===== src/rtl/vls_pkg.sv =====
package vls_pkg;
    typedef enum logic [1:0] {
        AM_UNIT   = 2'd0,
        AM_STRIDE = 2'd1,
        AM_INDEX  = 2'd2
    } amode_e;

    typedef enum logic [1:0] {
        ST_IDLE  = 2'd0,
        ST_ISSUE = 2'd1,
        ST_DRAIN = 2'd2,
        ST_FIN   = 2'd3
    } seq_state_e;
endpackage


===== src/rtl/vls_fsm.sv =====
module vls_fsm
    import vls_pkg::*;
#(
    parameter int MAX_VL = 64,
    parameter int VL_W   = 8
) (
    input  logic            clk,
    input  logic            rst_n,
    input  logic            start,
    input  logic            is_store,
    input  logic [VL_W-1:0] vlen,
    input  logic            accept,
    input  logic            last_issue,
    input  logic            rsp_fire,
    input  logic            last_rsp,
    output logic            capture,
    output logic            store_q,
    output logic [VL_W-1:0] vl_q,
    output seq_state_e      state,
    output logic            req_valid,
    output logic            busy,
    output logic            done
);
    localparam logic [VL_W-1:0] VL_CAP = VL_W'(MAX_VL);

    seq_state_e      nxt;
    logic [VL_W-1:0] vl_eff;

    assign vl_eff  = (vlen > VL_CAP) ? VL_CAP : vlen;
    assign capture = (state == ST_IDLE) && start;

    always_comb begin
        nxt = state;
        unique case (state)
            ST_IDLE:  if (start) nxt = (vl_eff == '0) ? ST_FIN : ST_ISSUE;
            ST_ISSUE: if (accept && last_issue) nxt = store_q ? ST_FIN : ST_DRAIN;
            ST_DRAIN: if (rsp_fire && last_rsp) nxt = ST_FIN;
            ST_FIN:   nxt = ST_IDLE;
            default:  nxt = ST_IDLE;
        endcase
    end

    always_ff @(posedge clk) begin
        if (!rst_n) begin
            state   <= ST_IDLE;
            vl_q    <= '0;
            store_q <= 1'b0;
        end else begin
            state <= nxt;
            if (capture) begin
                vl_q    <= vl_eff;
                store_q <= is_store;
            end
        end
    end

    always_comb begin
        req_valid = 1'b0;
        busy      = 1'b1;
        done      = 1'b0;
        unique case (state)
            ST_IDLE:  busy = 1'b0;
            ST_ISSUE: req_valid = 1'b1;
            ST_DRAIN: ;
            ST_FIN:   done = 1'b1;
            default:  busy = 1'b0;
        endcase
    end

    a_r6_len_capped: assert property (@(posedge clk) disable iff (!rst_n)
        (state != ST_IDLE) |-> (vl_q <= VL_CAP));
    a_r12_len_held: assert property (@(posedge clk) disable iff (!rst_n)
        ((state != ST_IDLE) && start) |=> (vl_q == $past(vl_q)) && (store_q == $past(store_q)));
    a_r10_done_single: assert property (@(posedge clk) disable iff (!rst_n)
        done |=> !done);
endmodule


===== src/rtl/vls_addr_gen.sv =====
module vls_addr_gen
    import vls_pkg::*;
#(
    parameter int ADDR_W     = 32,
    parameter int EW         = 6,
    parameter int ELEM_BYTES = 8
) (
    input  logic              clk,
    input  logic              rst_n,
    input  logic              capture,
    input  amode_e            amode_in,
    input  logic [ADDR_W-1:0] base_in,
    input  logic [ADDR_W-1:0] stride_in,
    input  logic              valid,
    input  logic              accept,
    input  logic [ADDR_W-1:0] idx_value,
    output logic [ADDR_W-1:0] req_addr,
    output logic [EW-1:0]     elem
);
    localparam logic [ADDR_W-1:0] UNIT_STEP = ADDR_W'(ELEM_BYTES);

    amode_e            mode_q;
    logic [ADDR_W-1:0] base_q;
    logic [ADDR_W-1:0] step_q;
    logic [ADDR_W-1:0] acc_q;

    always_ff @(posedge clk) begin
        if (!rst_n) begin
            mode_q <= AM_UNIT;
            base_q <= '0;
            step_q <= '0;
            acc_q  <= '0;
            elem   <= '0;
        end else if (capture) begin
            mode_q <= amode_in;
            base_q <= base_in;
            step_q <= (amode_in == AM_STRIDE) ? stride_in : UNIT_STEP;
            acc_q  <= base_in;
            elem   <= '0;
        end else if (accept) begin
            acc_q <= acc_q + step_q;
            elem  <= elem + 1'b1;
        end
    end

    assign req_addr = (mode_q == AM_INDEX) ? (base_q + idx_value) : acc_q;

    a_r3_stride_step: assert property (@(posedge clk) disable iff (!rst_n)
        (valid && accept && (mode_q == AM_STRIDE)) ##1 valid |-> (req_addr == $past(req_addr) + step_q));
    a_r2_unit_step: assert property (@(posedge clk) disable iff (!rst_n)
        (valid && accept && (mode_q == AM_UNIT)) ##1 valid |-> (req_addr == $past(req_addr) + UNIT_STEP));
endmodule


===== src/rtl/vls_elem_buf.sv =====
module vls_elem_buf #(
    parameter int MAX_VL = 64,
    parameter int ELEM_W = 64,
    parameter int EW     = 6
) (
    input  logic              clk,
    input  logic              rst_n,
    input  logic              capture,
    input  logic [MAX_VL-1:0] mask_in,
    input  logic [EW-1:0]     issue_elem,
    output logic              issue_mask,
    input  logic              rsp_fire,
    input  logic [ELEM_W-1:0] rsp_data,
    output logic [EW-1:0]     rsp_cnt,
    input  logic [EW-1:0]     rd_elem,
    output logic [ELEM_W-1:0] rd_data
);
    logic [MAX_VL-1:0] mask_q;
    logic [ELEM_W-1:0] mem [MAX_VL];

    always_ff @(posedge clk) begin
        if (!rst_n) begin
            mask_q  <= '0;
            rsp_cnt <= '0;
        end else if (capture) begin
            mask_q  <= mask_in;
            rsp_cnt <= '0;
        end else if (rsp_fire) begin
            rsp_cnt <= rsp_cnt + 1'b1;
        end
    end

    for (genvar g = 0; g < MAX_VL; g++) begin : g_slot
        always_ff @(posedge clk) begin
            if (rsp_fire && (rsp_cnt == EW'(g)) && mask_q[g])
                mem[g] <= rsp_data;
        end
    end

    assign issue_mask = mask_q[issue_elem];
    assign rd_data    = mem[rd_elem];
endmodule


===== src/rtl/vls_sequencer.sv =====
module vls_sequencer
    import vls_pkg::*;
#(
    parameter int MAX_VL     = 64,
    parameter int ELEM_W     = 64,
    parameter int ADDR_W     = 32,
    parameter int ELEM_BYTES = 8
) (
    input  logic                  clk,
    input  logic                  rst_n,
    input  logic                  start,
    input  logic [1:0]            mode,
    input  logic                  is_store,
    input  logic [ADDR_W-1:0]     base,
    input  logic [ADDR_W-1:0]     stride,
    input  logic [$clog2(MAX_VL)+1:0] vlen,
    input  logic [MAX_VL-1:0]     mask,
    input  logic [ADDR_W-1:0]     idx_value,
    output logic                  req_valid,
    input  logic                  req_ready,
    output logic [ADDR_W-1:0]     req_addr,
    output logic                  req_write,
    output logic                  req_mask,
    output logic [$clog2(MAX_VL)-1:0] req_elem,
    input  logic                  rsp_valid,
    input  logic [ELEM_W-1:0]     rsp_data,
    input  logic [$clog2(MAX_VL)-1:0] rd_elem,
    output logic [ELEM_W-1:0]     rd_data,
    output logic                  busy,
    output logic                  done
);
    localparam int EW   = $clog2(MAX_VL);
    localparam int VL_W = EW + 2;

    seq_state_e      state;
    amode_e          amode;
    logic            capture, store_q, accept, last_issue, rsp_fire, last_rsp;
    logic [VL_W-1:0] vl_q;
    logic [EW-1:0]   rsp_cnt;

    assign amode      = mode[1] ? AM_INDEX : (mode[0] ? AM_STRIDE : AM_UNIT);
    assign accept     = req_valid && req_ready;
    assign last_issue = (VL_W'(req_elem) + VL_W'(1)) == vl_q;
    assign last_rsp   = (VL_W'(rsp_cnt) + VL_W'(1)) == vl_q;
    assign rsp_fire   = rsp_valid && !store_q &&
                        ((state == ST_ISSUE) || (state == ST_DRAIN));
    assign req_write  = store_q;

    vls_fsm #(.MAX_VL(MAX_VL), .VL_W(VL_W)) u_fsm (
        .clk(clk), .rst_n(rst_n), .start(start), .is_store(is_store),
        .vlen(vlen), .accept(accept), .last_issue(last_issue),
        .rsp_fire(rsp_fire), .last_rsp(last_rsp), .capture(capture),
        .store_q(store_q), .vl_q(vl_q), .state(state),
        .req_valid(req_valid), .busy(busy), .done(done)
    );

    vls_addr_gen #(.ADDR_W(ADDR_W), .EW(EW), .ELEM_BYTES(ELEM_BYTES)) u_addr (
        .clk(clk), .rst_n(rst_n), .capture(capture), .amode_in(amode),
        .base_in(base), .stride_in(stride), .valid(req_valid),
        .accept(accept), .idx_value(idx_value), .req_addr(req_addr),
        .elem(req_elem)
    );

    vls_elem_buf #(.MAX_VL(MAX_VL), .ELEM_W(ELEM_W), .EW(EW)) u_buf (
        .clk(clk), .rst_n(rst_n), .capture(capture), .mask_in(mask),
        .issue_elem(req_elem), .issue_mask(req_mask), .rsp_fire(rsp_fire),
        .rsp_data(rsp_data), .rsp_cnt(rsp_cnt), .rd_elem(rd_elem),
        .rd_data(rd_data)
    );

    a_r1_idle_quiet: assert property (@(posedge clk) disable iff (!rst_n)
        !busy |-> !req_valid && !done);
    a_r5_hold_stalled: assert property (@(posedge clk) disable iff (!rst_n)
        (req_valid && !req_ready) |=> req_valid && $stable(req_addr) && $stable(req_elem));
    a_r5_elem_ascend: assert property (@(posedge clk) disable iff (!rst_n)
        (req_valid && req_ready) ##1 req_valid |-> (req_elem == EW'($past(req_elem) + 1'b1)));
    a_r6_elem_in_len: assert property (@(posedge clk) disable iff (!rst_n)
        req_valid |-> (VL_W'(req_elem) < vl_q));
    a_r11_rsp_in_len: assert property (@(posedge clk) disable iff (!rst_n)
        rsp_fire |-> (VL_W'(rsp_cnt) < vl_q));
endmodule


===== config.mk =====
export PLATFORM = sky130hd
export DESIGN_NAME = vls_sequencer
export DESIGN_NICKNAME = d
export VERILOG_FILES = /design/src/rtl/vls_pkg.sv /design/src/rtl/vls_fsm.sv /design/src/rtl/vls_addr_gen.sv /design/src/rtl/vls_elem_buf.sv /design/src/rtl/vls_sequencer.sv
export SDC_FILE = /design/constraint.sdc
export NUM_CORES = 2
export LEC_CHECK = 0
export ABC_CLOCK_PERIOD_IN_PS = 3550
export BUFFER_PORTS_ARGS = -buffer_cell sky130_fd_sc_hd__clkbuf_2
export CAP_MARGIN = 20
export CORE_ASPECT_RATIO = 1.1
export CORE_MARGIN = 2
export CORE_UTILIZATION = 35
export DETAILED_ROUTE_END_ITERATION = 6
export GPL_TIMING_DRIVEN = 1
export PLACE_DENSITY_LB_ADDON = 0.1
export SYNTH_ARGS = -nofsm -noshare
export SYNTH_HDL_FRONTEND = slang
export SYNTH_SLANG_ARGS = --single-unit

===== constraint.sdc =====
create_clock -name clk -period 3.55 [get_ports clk]
set_input_delay 0.71 -clock clk [delete_from_list [all_inputs] [get_ports clk]]
set_output_delay 0.71 -clock clk [all_outputs]
set_load 0.02 [all_outputs]

**Yosys cells after proc, flatten, opt, wreduce, memory -nomap -nowiden**

Memories as Yosys holds them, arrays and structs flattened.
Cells that the tools add are included.
W data, S select, Z words.

- $lt $le $gt $ge: 2
- Multiplexer cells: 335
- Equality and inequality tests: 73
- Reductions and logical operators: 205
- Bitwise operators: 1
- $add $sub $neg: 6

Operators by type and width:

| kind | number |
|---|---|
| $mux W64 | 63 |
| $reduce_or A64 Y1 | 63 |
| $mux W6 | 63 |
| $mux W1 | 197 |
| $eq A6 B6 Y1 const B | 32 |
| $logic_and A1 B1 Y1 | 134 |
| $mux W32 | 4 |
| $eq A6 B5 Y1 const B | 16 |
| $add A32 B32 Y32 | 2 |
| $eq A6 B4 Y1 const B | 8 |
| $eq A6 B3 Y1 const B | 4 |
| $eq A7 B8 Y1 | 2 |
| $add A6 B1 Y7 const B | 2 |
| $add A6 B1 Y6 const B | 2 |
| $eq A6 B2 Y1 const B | 2 |
| $mux W2 | 5 |
| $gt A8 B7 Y1 const B | 1 |
| $logic_not A8 Y1 | 1 |
| $mux W8 | 1 |
| $pmux W2 S4 | 1 |
| $lt A6 B7 Y1 const B | 1 |
| $bmux W1 S6 | 1 |
| $eq A2 B2 Y1 const B | 3 |
| $eq A6 B1 Y1 const B | 1 |
| 11 further kinds | 13 |

- Output and inout port bits: 107
- Bits of input ports: 246
- Memory bits (writable): 4096
- Bits in registers: 185
- Word-level logic and storage cells: 633
- Memories kept: 1

Memories:

| name | depth | bits a word | rd ports | clocked after memory_dff | write ports | line | RTL |
|---|---|---|---|---|---|---|---|
| u_buf.mem | 64 | 64 | 1 | 0 | 1 | vls_elem_buf.sv:19 | `logic [ELEM_W-1:0] mem [MAX_VL];` |

**Longest topological paths before layout**

- Word-level depth: 71
- Depth in mapped cells: 12
- Gate-level depth less buffers: 12

**Modules after synthesis**

Synthesis repeated with hierarchy kept, for this count alone.

- Cells, all modules: 7749
- Area, all modules: 166004.2 um^2

By module, submodules not included:

| module | times used | area each (um^2) | cells each |
|---|---|---|---|
| vls_elem_buf | 1 | 157568.6 | 6724 |
| vls_addr_gen | 1 | 7382.1 | 899 |
| vls_fsm | 1 | 540.5 | 56 |
| vls_sequencer | 1 | 513.0 | 70 |

**Worst setup path after synthesis**

OpenSTA, ideal clock, no wires.

- Kind: input-to-output
- Start point: input idx_value[0]
- End point: output req_addr[30]
- Cell stages on the path: 12
- Arrival time: 3.480 ns
- Slack: -0.640 ns
- Cells stage by stage: ha_1 fa_1 a21o_1 a31oi_1 o2111a_1 a211oi_1 o211ai_1 a211oi_1 o41ai_1 o21ai_0 xnor2_1 o21ai_0

- Cells in the longest elaborated chain, start to end: 2

Ends and longest elaborated chain:

| item | line | RTL |
|---|---|---|
| start: declaration | vls_sequencer.sv:18 | `input logic [ADDR_W-1:0] idx_value,` |
| $add A32 B32 Y32 | vls_addr_gen.sv:46 | `assign req_addr = (mode_q == AM_INDEX) ? (base_q + idx_value) : acc_q;` |
| $mux W32 | vls_addr_gen.sv:46 |  |
| end: declaration | vls_sequencer.sv:21 | `output logic [ADDR_W-1:0] req_addr,` |

Every way passes these cells.

**Final worst setup path**

- Start point: register u_addr.base_q[0]
- End point: output req_addr[26]

- Cells in the longest elaborated chain, start to end: 2

Ends and longest elaborated chain:

| item | line | RTL |
|---|---|---|
| start: declaration | vls_addr_gen.sv:23 | `logic [ADDR_W-1:0] base_q;` |
| start signal: assignment | vls_addr_gen.sv:36 | `base_q <= base_in;` |
| $add A32 B32 Y32 | vls_addr_gen.sv:46 |  |
| $mux W32 | vls_addr_gen.sv:46 |  |

Every way passes these cells.

==> flow_summary.toml <==
[timing]
fmax_mhz = 214
final_max_slew_viol_count = 0
rsz_0062_raised_after_global_routing = "true"
finalSetupViolations = 90
timing.final.ws_setup_ns = -1.11
final_hold_viol_count = 0
finalClockSkew_ns = 0.0489
timing_worst_slew_pin_value_ns = 1.07
final_min_period_over_clock_period = 1.31
timing.slew.headroom = 0.288
final_period_minus_worst_setup_slack_ns = 4.66

[global_routing]
first_global_vias = 87600
grt_max_degree = 94
antenna_found_initial = 70
first_pass_grt_wire_length_um = 736000
grt_remaining_overflow = 0
grt_use_total = 0.221

[yosys]
synth-async-reset-ratio = 0
syn_area_um2 = 166000
synth.ff_latch_count = 4281
synth.top_cells.by_area = "sky130_fd_sc_hd__edfxtp_1 (74%), sky130_fd_sc_hd__mux4_2 (18%), sky130_fd_sc_hd__dfxtp_1 (2.2%)"
ys_seq_area_frac = 0.762
leading_register_cell_type_out_of_synthesis = "sky130_fd_sc_hd__edfxtp_1"
syn_area_per_cell_um2 = 23.1
number_of_synthesized_flops_with_an_enable_pin = 4096
synth_cells = 7190
yosysUniqueCellTypes = 67
syn_nets = 7510
synthDominantAreaCellType = "sky130_fd_sc_hd__edfxtp_1"
yosysTopAreaCellShare = 0.739
yosys_warn_count = 0

[route]
final_antenna_net_count = 0
wirelength_um = 540000
drc = 0
detail_route.first_pass.iterations = 6
drtIter0Drc = 8596
post_drt_wl_per_cell_um = 35.3
num_vias = 84400
routed_via_density = 5.52

[power]
share_clk_of_total_power = 0.412
cellInternalPower_uw = 86100
power.leakage_uw = 0.0661
power-per-cell-area_nw_per_um2 = 546
vdd.ir_drop.worst_uv = 443
seq_power_share = 0.501
switching_share = 0.230
power.net_switching_uw = 25700
comb_power_frac = 0.087

[floorplanning]
die-width_um = 661
placementRows = 265
die_height_um = 727
floorplan.io_pins = 353
fp.dieArea_um2 = 481000
core_area_um2 = 473000
initial_core_util = 0.351

[clock_tree]
htreeDepth = 5
root_buffer = "sky130_fd_sc_hd__clkbuf_16"
worst_setup_hold_path_clk_slew_ns = 0.06
max_root_sink_buffers = 4
cts_buffers = 455
cts_num_sinks = 4281
cts_tree = "yes"
clkLatencyLatePin_ns = 1.02

[worst_setup_path]
crit_arrival_ns = 3.95
crit_type = "reg -> out"
cp-start-kind = "flop"
worst_ep_required_time_ns = 2.84
top_fanout_value_on_the_critical_path = 2
endpoint_kind = "output port"

[finish]
finalNonFillerCells = 15300
area_delta_synth_final_pct = 23.0
layout-drive-gt1-share = 0.375
fin_nets = 8950

[status]
status = "finished with violations"
violations = "setup timing"

[placement]
io_buffer_count = 352
place.detailed.hpwl_um = 318000
place_inst = 14100
finalWeightedCongestion = 0.831
place_worst_setup_slack_ns = -0.659

[worst_hold_path]
worst_hold_path_type = "in -> reg"

[job]
max-cap-violations = 0
-- per-layer routing --
metal / global-route usage / share of wire
met1: 0.309 / 0.43
met2: 0.369 / 0.49
met3: 0.0322 / 0.057
met4: 0.0452 / 0.022
met5: 0 / 0.00049
-- synthesized netlist by cell type, types with 6 or more instances --
library cell,number
sky130_fd_sc_hd__a211oi_1,9
sky130_fd_sc_hd__a21boi_0,103
sky130_fd_sc_hd__a21o_1,47
sky130_fd_sc_hd__a21oi_1,84
sky130_fd_sc_hd__a22o_1,34
sky130_fd_sc_hd__a31oi_1,16
sky130_fd_sc_hd__and2_1,20
sky130_fd_sc_hd__and3_1,76
sky130_fd_sc_hd__buf_1,40
sky130_fd_sc_hd__buf_2,78
sky130_fd_sc_hd__buf_4,25
sky130_fd_sc_hd__clkbuf_1,247
sky130_fd_sc_hd__dfxtp_1,185
sky130_fd_sc_hd__edfxtp_1,4096
sky130_fd_sc_hd__ha_1,72
sky130_fd_sc_hd__inv_1,17
sky130_fd_sc_hd__mux4_2,1365
sky130_fd_sc_hd__nand2_1,310
sky130_fd_sc_hd__nand2b_1,7
sky130_fd_sc_hd__nand3_1,21
sky130_fd_sc_hd__nand4_1,8
sky130_fd_sc_hd__nor2_1,34
sky130_fd_sc_hd__nor2b_1,9
sky130_fd_sc_hd__nor3_1,19
sky130_fd_sc_hd__nor3b_1,6
sky130_fd_sc_hd__o211ai_1,9
sky130_fd_sc_hd__o21ai_0,81
sky130_fd_sc_hd__o21bai_1,8
sky130_fd_sc_hd__o221ai_1,6
sky130_fd_sc_hd__or2_2,7
sky130_fd_sc_hd__or3_1,6
sky130_fd_sc_hd__xnor2_1,44
sky130_fd_sc_hd__xor2_1,30
-- repair_timing --
| item | 4_1_cts | 5_1_grt |
|---|---|---|
| setup buffers | 92 | 36 |
| hold endpoints to repair | 164 | 34 |
| pin swaps | 53 | 43 |
| setup endpoints to repair | 95 | 98 |
| resized for setup | 347 | 207 |
| hold buffers | 136 | 6 |
| cloned | 38 | 14 |
-- area by class of cell --
class	count	area, um2
Antenna cell	24	60.1
Clock buffer	565	12000
Clock inverter	254	2120
Fill cell	40600	269000
Inverter	18	67.6
Multi-Input combinational cell	2498	38700
Sequential cell	4281	127000
Tap cell	6274	7850
Timing Repair Buffer	1376	17000
-- kinds of logic (layout without fill, tap and decap cells) --
group	Yosys count	in the layout	synth area share
compound gates	445	445	0.0182
xor+xnor	74	74	0.00390
fa+ha+maj	74	74	0.00566
buf+inv	411	2213	0.0106
flops	4281	4281	0.762
mux	1374	1374	0.185
other cells	0	24	0
simple gates	531	531	0.0146
-- final timing paths --
kind                     from  slack, ns           endpoint  cells past startpoint
min reg2reg  u_addr.mode_q[0]       0.47   u_addr.mode_q[0]                      1
max          u_addr.base_q[0]      -1.11       req_addr[26]                     12
min              rsp_data[24]       0.01  u_buf.mem[51][24]                      1
max reg2reg   u_addr.acc_q[0]       0.16   u_addr.acc_q[28]                     12
-- through the flow --
stage / cell area [um2] / hold slack (ns) / power (uW) / TNS [ns] / util
after global placement: 184000 / 0.426 / 65500 / -44.68 / 0.388
after floorplan: 167000 / 0.418 / 61800 / -0.791 / -
after detailed placement: 184000 / 0.436 / 65600 / -43.61 / 0.388
after CTS: 202000 / 0.0297 / 112000 / -55.38 / 0.428
after global routing: 205000 / -0.000587 / 115000 / -55.35 / 0.432
final: 205000 / 0.0117 / 112000 / -48.56 / 0.432
-- critical path, cell delays in order, from the launching register on --
cell,delay [ns]
sky130_fd_sc_hd__dfxtp_2,0.33
sky130_fd_sc_hd__ha_4,0.16
sky130_fd_sc_hd__fa_2,0.34
sky130_fd_sc_hd__a21o_1,0.22
sky130_fd_sc_hd__a31oi_2,0.15
sky130_fd_sc_hd__o2111a_2,0.28
sky130_fd_sc_hd__a211oi_4,0.06
sky130_fd_sc_hd__o211ai_1,0.27
sky130_fd_sc_hd__a211oi_2,0.19
sky130_fd_sc_hd__or2_2,0.34
sky130_fd_sc_hd__xor2_1,0.15
sky130_fd_sc_hd__mux2_4,0.27
sky130_fd_sc_hd__buf_2,0.16
-- power groups by stage --
stage	Clock, uW	Combinational (uW)	Sequential (uW)
global route	48900	10300	56000
global placement	0	8360	57100
CTS	47000	9360	56100
detailed placement	0	8460	57100
finish	46100	9680	56000
floorplan	0	4850	56900
-- sequential cells by signal, summed over array words and instances, names as in the netlist --
register       flops
u_fsm.vl_q         8
u_buf.mask_q      64
u_buf.mem       4096
u_fsm.store_q      1
u_buf.rsp_cnt      6
u_addr.mode_q      2
u_addr.elem        6
u_addr.acc_q      32
u_addr.step_q     32
u_fsm.state        2
u_addr.base_q     32
-- cell usage in the layout, fill, tap and decap left out, drive strengths merged, types with 24 or more instances in the layout --
| cell | Yosys | final |
|---|---|---|
| edfxtp | 4096 | 4096 |
| mux4 | 1365 | 1365 |
| buf | 146 | 955 |
| clkbuf | 247 | 843 |
| nand2 | 310 | 310 |
| clkinv | 1 | 207 |
| dfxtp | 185 | 185 |
| dlygate4sd3 | 0 | 142 |
| a21boi | 103 | 103 |
| a21oi | 85 | 85 |
| o21ai | 84 | 84 |
| and3 | 76 | 76 |
| ha | 72 | 72 |
| a21o | 47 | 47 |
| xnor2 | 44 | 44 |
| a22o | 34 | 34 |
| nor2 | 34 | 34 |
| inv | 17 | 31 |
| xor2 | 30 | 30 |
| bufinv | 0 | 29 |
| diode | 0 | 24 |
Note: power is estimated with default switching activity, not from simulation.
